--- src/rtl/wsb_pkg.sv ---
package wsb_pkg;
  localparam int unsigned WSB_BEAT_W = 72;
  localparam int unsigned WSB_BEATS  = 4;
  localparam int unsigned WSB_DEPTH  = 8;

  typedef struct packed {
    logic ovf;
    logic unf;
  } wsb_evt_t;
endpackage

--- src/rtl/wsb_fill.sv ---
module wsb_fill #(
  parameter int unsigned BEATS = 4,
  parameter int unsigned DEPTH = 8,
  localparam int unsigned BC_W  = $clog2(BEATS),
  localparam int unsigned PTR_W = $clog2(DEPTH)
) (
  input  logic             clk_i,
  input  logic             rst_ni,
  input  logic             flush_i,
  input  logic             valid_i,
  input  logic             full_i,
  output logic             wr_en_o,
  output logic [PTR_W-1:0] wr_ptr_o,
  output logic [BC_W-1:0]  wr_beat_o,
  output logic             done_o,
  output logic             ovf_o
);
  logic [BC_W-1:0]  beat_q;
  logic [PTR_W-1:0] ptr_q;

  // a new entry needs a free slot; a partial entry already owns one
  assign ovf_o     = valid_i && !flush_i && (beat_q == '0) && full_i;
  assign wr_en_o   = valid_i && !flush_i && !ovf_o;
  assign done_o    = wr_en_o && (beat_q == BC_W'(BEATS - 1));
  assign wr_ptr_o  = ptr_q;
  assign wr_beat_o = beat_q;

  always_ff @(posedge clk_i or negedge rst_ni) begin
    if (!rst_ni) begin
      beat_q <= '0;
      ptr_q  <= '0;
    end else if (flush_i) begin
      beat_q <= '0;
      ptr_q  <= '0;
    end else if (wr_en_o) begin
      beat_q <= beat_q + 1'b1;
      if (done_o) ptr_q <= ptr_q + 1'b1;
    end
  end

  AST_OVF_DROP: assert property (@(posedge clk_i) disable iff (!rst_ni)
    ovf_o |=> (beat_q == '0) && $stable(ptr_q));
endmodule

--- src/rtl/wsb_mem.sv ---
module wsb_mem #(
  parameter int unsigned BEAT_W = 72,
  parameter int unsigned BEATS  = 4,
  parameter int unsigned DEPTH  = 8,
  localparam int unsigned BC_W  = $clog2(BEATS),
  localparam int unsigned PTR_W = $clog2(DEPTH),
  localparam int unsigned SLOTS = DEPTH * BEATS
) (
  input  logic              clk_i,
  input  logic              wr_en_i,
  input  logic [PTR_W-1:0]  wr_ptr_i,
  input  logic [BC_W-1:0]   wr_beat_i,
  input  logic [BEAT_W-1:0] wr_data_i,
  input  logic [PTR_W-1:0]  rd_ptr_i,
  input  logic [BC_W-1:0]   rd_beat_i,
  output logic [BEAT_W-1:0] rd_data_o
);
  logic [BEAT_W-1:0] mem_q [SLOTS];

  always_ff @(posedge clk_i) begin
    if (wr_en_i) mem_q[{wr_ptr_i, wr_beat_i}] <= wr_data_i;
  end

  assign rd_data_o = mem_q[{rd_ptr_i, rd_beat_i}];
endmodule

--- src/rtl/wsb_track.sv ---
module wsb_track #(
  parameter int unsigned DEPTH = 8,
  localparam int unsigned CNT_W = $clog2(DEPTH + 1)
) (
  input  logic             clk_i,
  input  logic             rst_ni,
  input  logic             flush_i,
  input  logic             done_i,
  input  logic             cmd_i,
  input  logic             release_i,
  output logic [CNT_W-1:0] count_o,
  output logic             full_o,
  output logic             active_o,
  output logic             unf_o
);
  logic [CNT_W-1:0] count_q;
  logic [CNT_W-1:0] cred_q;
  logic             accept;

  // held entries minus claimed entries, both before this edge
  assign unf_o    = cmd_i && !flush_i && (count_q == cred_q);
  assign accept   = cmd_i && !flush_i && (count_q != cred_q);
  assign full_o   = (count_q == CNT_W'(DEPTH));
  assign active_o = (cred_q != '0);
  assign count_o  = count_q;

  always_ff @(posedge clk_i or negedge rst_ni) begin
    if (!rst_ni) begin
      count_q <= '0;
      cred_q  <= '0;
    end else if (flush_i) begin
      count_q <= '0;
      cred_q  <= '0;
    end else begin
      count_q <= count_q + CNT_W'(done_i) - CNT_W'(release_i);
      cred_q  <= cred_q + CNT_W'(accept) - CNT_W'(release_i);
    end
  end

  AST_CLAIM_LE_HELD: assert property (@(posedge clk_i) disable iff (!rst_ni)
    cred_q <= count_q);
  AST_LEVEL_CAP: assert property (@(posedge clk_i) disable iff (!rst_ni)
    count_q <= CNT_W'(DEPTH));
  AST_RELEASE_NEEDS_CLAIM: assert property (@(posedge clk_i) disable iff (!rst_ni)
    release_i |-> active_o);
endmodule

--- src/rtl/wsb_drain.sv ---
module wsb_drain #(
  parameter int unsigned BEATS = 4,
  parameter int unsigned DEPTH = 8,
  localparam int unsigned BC_W  = $clog2(BEATS),
  localparam int unsigned PTR_W = $clog2(DEPTH)
) (
  input  logic             clk_i,
  input  logic             rst_ni,
  input  logic             flush_i,
  input  logic             active_i,
  output logic [PTR_W-1:0] rd_ptr_o,
  output logic [BC_W-1:0]  rd_beat_o,
  output logic             valid_o,
  output logic             first_o,
  output logic             last_o,
  output logic             release_o
);
  logic [BC_W-1:0]  beat_q;
  logic [PTR_W-1:0] ptr_q;

  assign valid_o   = active_i;
  assign first_o   = active_i && (beat_q == '0);
  assign last_o    = active_i && (beat_q == BC_W'(BEATS - 1));
  assign release_o = last_o && !flush_i;
  assign rd_ptr_o  = ptr_q;
  assign rd_beat_o = beat_q;

  always_ff @(posedge clk_i or negedge rst_ni) begin
    if (!rst_ni) begin
      beat_q <= '0;
      ptr_q  <= '0;
    end else if (flush_i) begin
      beat_q <= '0;
      ptr_q  <= '0;
    end else if (active_i) begin
      beat_q <= beat_q + 1'b1;
      if (last_o) ptr_q <= ptr_q + 1'b1;
    end
  end

  AST_BURST_RUN: assert property (@(posedge clk_i) disable iff (!rst_ni || flush_i)
    valid_o && !last_o |=> valid_o && !first_o);
  AST_FIRST_LAST_EXCL: assert property (@(posedge clk_i) disable iff (!rst_ni)
    $onehot0({first_o, last_o}));
endmodule

--- src/rtl/wr_stage_buf.sv ---
module wr_stage_buf
  import wsb_pkg::*;
#(
  parameter int unsigned BEAT_W = WSB_BEAT_W,
  parameter int unsigned BEATS  = WSB_BEATS,
  parameter int unsigned DEPTH  = WSB_DEPTH,
  localparam int unsigned BC_W  = $clog2(BEATS),
  localparam int unsigned PTR_W = $clog2(DEPTH),
  localparam int unsigned CNT_W = $clog2(DEPTH + 1)
) (
  input  logic              clk_i,
  input  logic              rst_ni,
  input  logic              flush_i,
  input  logic              wdata_valid_i,
  input  logic [BEAT_W-1:0] wdata_i,
  input  logic              wcmd_i,
  output logic              burst_valid_o,
  output logic [BEAT_W-1:0] burst_data_o,
  output logic              burst_first_o,
  output logic              burst_last_o,
  output logic [CNT_W-1:0]  level_o,
  output logic              overflow_o,
  output logic              underflow_o
);
  logic             wr_en, done, full, active, rel;
  logic [PTR_W-1:0] wr_ptr, rd_ptr;
  logic [BC_W-1:0]  wr_beat, rd_beat;
  wsb_evt_t         evt_d, evt_q;

  wsb_fill #(.BEATS(BEATS), .DEPTH(DEPTH)) u_fill (
    .clk_i, .rst_ni, .flush_i,
    .valid_i  (wdata_valid_i),
    .full_i   (full),
    .wr_en_o  (wr_en),
    .wr_ptr_o (wr_ptr),
    .wr_beat_o(wr_beat),
    .done_o   (done),
    .ovf_o    (evt_d.ovf)
  );

  wsb_mem #(.BEAT_W(BEAT_W), .BEATS(BEATS), .DEPTH(DEPTH)) u_mem (
    .clk_i,
    .wr_en_i  (wr_en),
    .wr_ptr_i (wr_ptr),
    .wr_beat_i(wr_beat),
    .wr_data_i(wdata_i),
    .rd_ptr_i (rd_ptr),
    .rd_beat_i(rd_beat),
    .rd_data_o(burst_data_o)
  );

  wsb_track #(.DEPTH(DEPTH)) u_track (
    .clk_i, .rst_ni, .flush_i,
    .done_i   (done),
    .cmd_i    (wcmd_i),
    .release_i(rel),
    .count_o  (level_o),
    .full_o   (full),
    .active_o (active),
    .unf_o    (evt_d.unf)
  );

  wsb_drain #(.BEATS(BEATS), .DEPTH(DEPTH)) u_drain (
    .clk_i, .rst_ni, .flush_i,
    .active_i (active),
    .rd_ptr_o (rd_ptr),
    .rd_beat_o(rd_beat),
    .valid_o  (burst_valid_o),
    .first_o  (burst_first_o),
    .last_o   (burst_last_o),
    .release_o(rel)
  );

  always_ff @(posedge clk_i or negedge rst_ni) begin
    if (!rst_ni)      evt_q <= '0;
    else if (flush_i) evt_q <= '0;
    else              evt_q <= evt_d;
  end

  assign overflow_o  = evt_q.ovf;
  assign underflow_o = evt_q.unf;

  AST_UNF_NO_BURST: assert property (@(posedge clk_i) disable iff (!rst_ni)
    wcmd_i && !flush_i && (level_o == '0) |=> !burst_valid_o && underflow_o);
  AST_FLUSH_CLEAR: assert property (@(posedge clk_i) disable iff (!rst_ni)
    flush_i |=> (level_o == '0) && !burst_valid_o && !overflow_o && !underflow_o);
  AST_OVF_HOLDS_LEVEL: assert property (@(posedge clk_i) disable iff (!rst_ni)
    wdata_valid_i && !flush_i && (level_o == CNT_W'(DEPTH)) && !burst_last_o
      |=> level_o == CNT_W'(DEPTH));
endmodule

--- config.mk ---
export PLATFORM = sky130hd
export DESIGN_NAME = wr_stage_buf
export DESIGN_NICKNAME = d
export VERILOG_FILES = /design/src/rtl/wsb_pkg.sv /design/src/rtl/wsb_fill.sv /design/src/rtl/wsb_mem.sv /design/src/rtl/wsb_track.sv /design/src/rtl/wsb_drain.sv /design/src/rtl/wr_stage_buf.sv
export SDC_FILE = /design/constraint.sdc
export NUM_CORES = 2
export LEC_CHECK = 0
export ABC_AREA = 1
export BUFFER_PORTS_ARGS = -buffer_cell sky130_fd_sc_hd__buf_2
export CAP_MARGIN = 15
export CORE_MARGIN = 4
export CORE_UTILIZATION = 35
export CTS_BUF_LIST = sky130_fd_sc_hd__clkbuf_4 sky130_fd_sc_hd__clkbuf_8
export DETAILED_ROUTE_END_ITERATION = 8
export GPL_TIMING_DRIVEN = 1
export PLACE_DENSITY_LB_ADDON = 0.2
export REMOVE_ABC_BUFFERS = 1
export SETUP_SLACK_MARGIN = 0.1
export SYNTH_ARGS = -nofsm -noshare
export SYNTH_HDL_FRONTEND = slang
export SYNTH_SLANG_ARGS = --single-unit
export TNS_END_PERCENT = 20
--- constraint.sdc ---
create_clock -name clk_i -period 10.5 [get_ports clk_i]
set_input_delay 0.525 -clock clk_i [delete_from_list [all_inputs] [get_ports clk_i]]
set_output_delay 0.525 -clock clk_i [all_outputs]
set_load 0.03 [all_outputs]
==> flow_summary.yaml <==
outcome:
  outcome: "complete, no violations"
clock_tree:
  cts_setup_buffers: 0
  cts_sinks: 2324
  cts_buffers: 401
  clkLatencyLatePin_ps: 1050
  ctsResizeCount: 0
  htreeDepth: 5
  clk_pin_slew_ps: 60
  cts_buffer_depth: 4
  clockRootBuffer: "clkbuf_8"
  cts_tree: "built"
synthesis:
  netlist_instances: 7613
  synthesis.area_sq_um: 93120
  seq_area_frac_synth_pct: 74.84
  synth_area_leader_cell: "edfxtp_1"
  synth_most_common_cell: "nand2_1"
  synth_cell_types: 26
  async_reset_ff_share_pct: 0.8606
  synth_common_cells: "nand2_1, edfxtp_1, nand3_1"
  yosysWarningCount: 0
  synth_edf_count: 2304
  synth_top_area_share_pct: 74.30
  ys_ff_latch: 2324
  avgSynthCellArea_sq_um: 12.23
  ys.flop_type: "edfxtp_1"
  synthTopCellsByArea: "edfxtp_1, nand3_1, nand2_1, buf_2, buf_4"
placed_design:
  io_buffer_count: 157
  place_inst: 10920
  hpwl_mm: 130.4
  gp_congestion: 0.7464
sta:
  final.period_utilization_pct: 63.28
  final_max_slew_viol_count: 0
  grt_setup_unrepaired: "no"
  slew_headroom_pct: 18.81
  period_needed_ps: 6645
  worst_pin_slew_ps: 1218
  setup_viol: 0
  finClkSkew_ps: 107.1
  hold_ws_ps: 84.67
  hold_viol: 0
  fmax_mhz: 150.5
worst_setup_path:
  r2r_slack_ps: 5780
  worstSetupPathType: "reg -> out"
  reg2reg_to: "u_mem.mem_q[20][34]$_DFFE_PP_"
  path_max_fanout: 199
  endpoint_kind: "output port"
  required_ps: 9980
  critPathLaunchType: "flip-flop"
  critical_path_arrival_ps: 6120
  ff2ff_path_depth: 9
  reg2reg_from: "u_fill.wr_beat_o[0]$_DFFE_PN0P_"
routing:
  routedWlPerCell_microns: 24.36
  drt_wl_total_mm: 284.8
  antenna_left: 0
  firstDrtPassIters: 6
  num_vias: 60800
  drc: 0
  vias_per_cell: 5.200
  drt_first_iter_violations: 5860
global_route:
  gr-total-overflow: 0
  grt_pass1_vias: 59270
  grt_pass1_wl_mm: 410.3
  grt_usage_pct: 20.22
  antenna_found_initial: 22
  grt_max_degree: 219
min_path:
  hold_path_end: "u_mem.mem_q[16][10]$_DFFE_PP_"
  min_path_cells: 1
  hold_path.startpoint: "wdata_i[10]"
  hold_path_class: "in -> reg"
pwr:
  ir_drop_uv: 99.94
  p_leak_nw: 36.79
  cellPowerDensity_nw_per_um2: 176.1
  fin_total_pwr_mw: 18.54
final_layout:
  syn_to_final_growth_pct: 13.05
  fin_util_pct: 39.71
  drive_gt1_share_pct: 11.33
  final_cells: 11690
  nets: 7952
job:
  drv_cap: 0
die:
  core_area_sq_um: 265100
  die_w_microns: 523.8
  die_area_sq_um: 274400
  pin_count: 158
  start_util_pct: 35.13
  rows: 189
  fp.dieH_microns: 523.8
critical path, stage by stage, from the launching register on:
cell and delay [ps]:
dfrtp_4 1110, buf_4 940, buf_12 650, buf_4 960
nand2_1 120, nand3_1 130, nand3_1 90, nand3_1 160
nand3_1 100, nand2_1 190, buf_2 220
routing by layer:
metal	GRT usage [%]	up-vias	routed length [microns]
li1	-	27610	-
met1	27.92	30590	124600
met2	32.89	2154	134100
met3	3.700	447	19490
met4	5.471	8	6616
met5	0	-	55
report_power, final:
group | switching, mW | total (mW) | internal [mW] | leakage [nW]
clock network | 3.65 | 7.89 | 4.24 | 4.00
logic | 0.312 | 0.395 | 0.0826 | 11.8
registers | 0.00942 | 10.3 | 10.2 | 21.0
total | 3.98 | 18.5 | 14.6 | 36.8
through the flow:
| stage | setup WS (ps) | cell area, sq um | TNS, ps |
|---|---|---|---|
| after detailed placement | 5027 | 97040 | 0 |
| after global routing | 3521 | 105300 | 0 |
| after global placement | 5049 | 97040 | 0 |
| after floorplan | -40790 | 90520 | -3159300 |
| after CTS | 3891 | 105200 | 0 |
| final | 3855 | 105300 | 0 |
cell families (layout without fill, tap and decap cells):
| kind of cell | Yosys count | count (layout) | share of synthesized area (%) |
|---|---|---|---|
| simple gates | 4726 | 4726 | 21.85 |
| flops | 2324 | 2324 | 74.84 |
| buf+inv | 525 | 1062 | 2.908 |
| fa+ha+maj | 18 | 18 | 0.2580 |
| compound gates | 12 | 12 | 0.06718 |
| xor+xnor | 8 | 8 | 0.07525 |
| other cells | 0 | 9 | 0 |
flip-flops by register name, indices dropped and copies added (netlist names):
signal             count
u_drain.rd_beat_o      2
u_track.count_o        4
u_fill.wr_beat_o       2
u_fill.wr_ptr_o        3
u_drain.rd_ptr_o       3
overflow_o             1
underflow_o            1
u_mem.mem_q         2304
u_track.cred_q         4
layout by cell type, fill, tap and decap left out, drive strengths merged, types with 2 or more instances in the layout:
| cell | n |
|---|---|
| xnor2 | 6 |
| edfxtp | 2304 |
| bufinv | 4 |
| dfrtp | 20 |
| nor2 | 49 |
| fa | 2 |
| nand3 | 2078 |
| o21ai | 7 |
| ha | 16 |
| a21oi | 4 |
| diode | 9 |
| clkbuf | 557 |
| dlygate4sd3 | 65 |
| buf | 273 |
| xor2 | 2 |
| clkinv | 121 |
| inv | 36 |
| clkinvlp | 6 |
| nand2 | 2596 |
worst max-delay path by stage:
stage,start,end,slack [ps],cells after the start
3_3_place_gp,u_drain.rd_beat_o[0]$_DFFE_PN0P_,burst_data_o[51],5050,10
3_5_place_dp,u_drain.rd_beat_o[0]$_DFFE_PN0P_,burst_data_o[51],5030,10
6_report,u_drain.rd_beat_o[0]$_DFFE_PN0P_,burst_data_o[51],3860,10
2_1_floorplan,u_drain.rd_beat_o[0]$_DFFE_PN0P_,burst_first_o,-40790,4
4_1_cts,u_drain.rd_beat_o[0]$_DFFE_PN0P_,burst_data_o[51],3890,10
5_1_grt,u_drain.rd_beat_o[0]$_DFFE_PN0P_,burst_data_o[51],3520,10
what timing repair did:
| item | CTS | global route |
|---|---|---|
| hold buffers | 65 | 0 |
| endpoints found under the hold margin | 1459 | 0 |
| setup endpoints to repair | 0 | 0 |
cell type report:
class / instances / area [sq um]
Antenna cell: 9 / 22.52
Clock buffer: 557 / 6759
Clock inverter: 139 / 783.3
Fill cell: 25180 / 159800
Inverter: 28 / 148.9
Multi-Input combinational cell: 4764 / 20960
Sequential cell: 2324 / 69710
Tap cell: 3533 / 4420
Timing Repair Buffer: 338 / 2470
(Power assumes the default switching activity.)
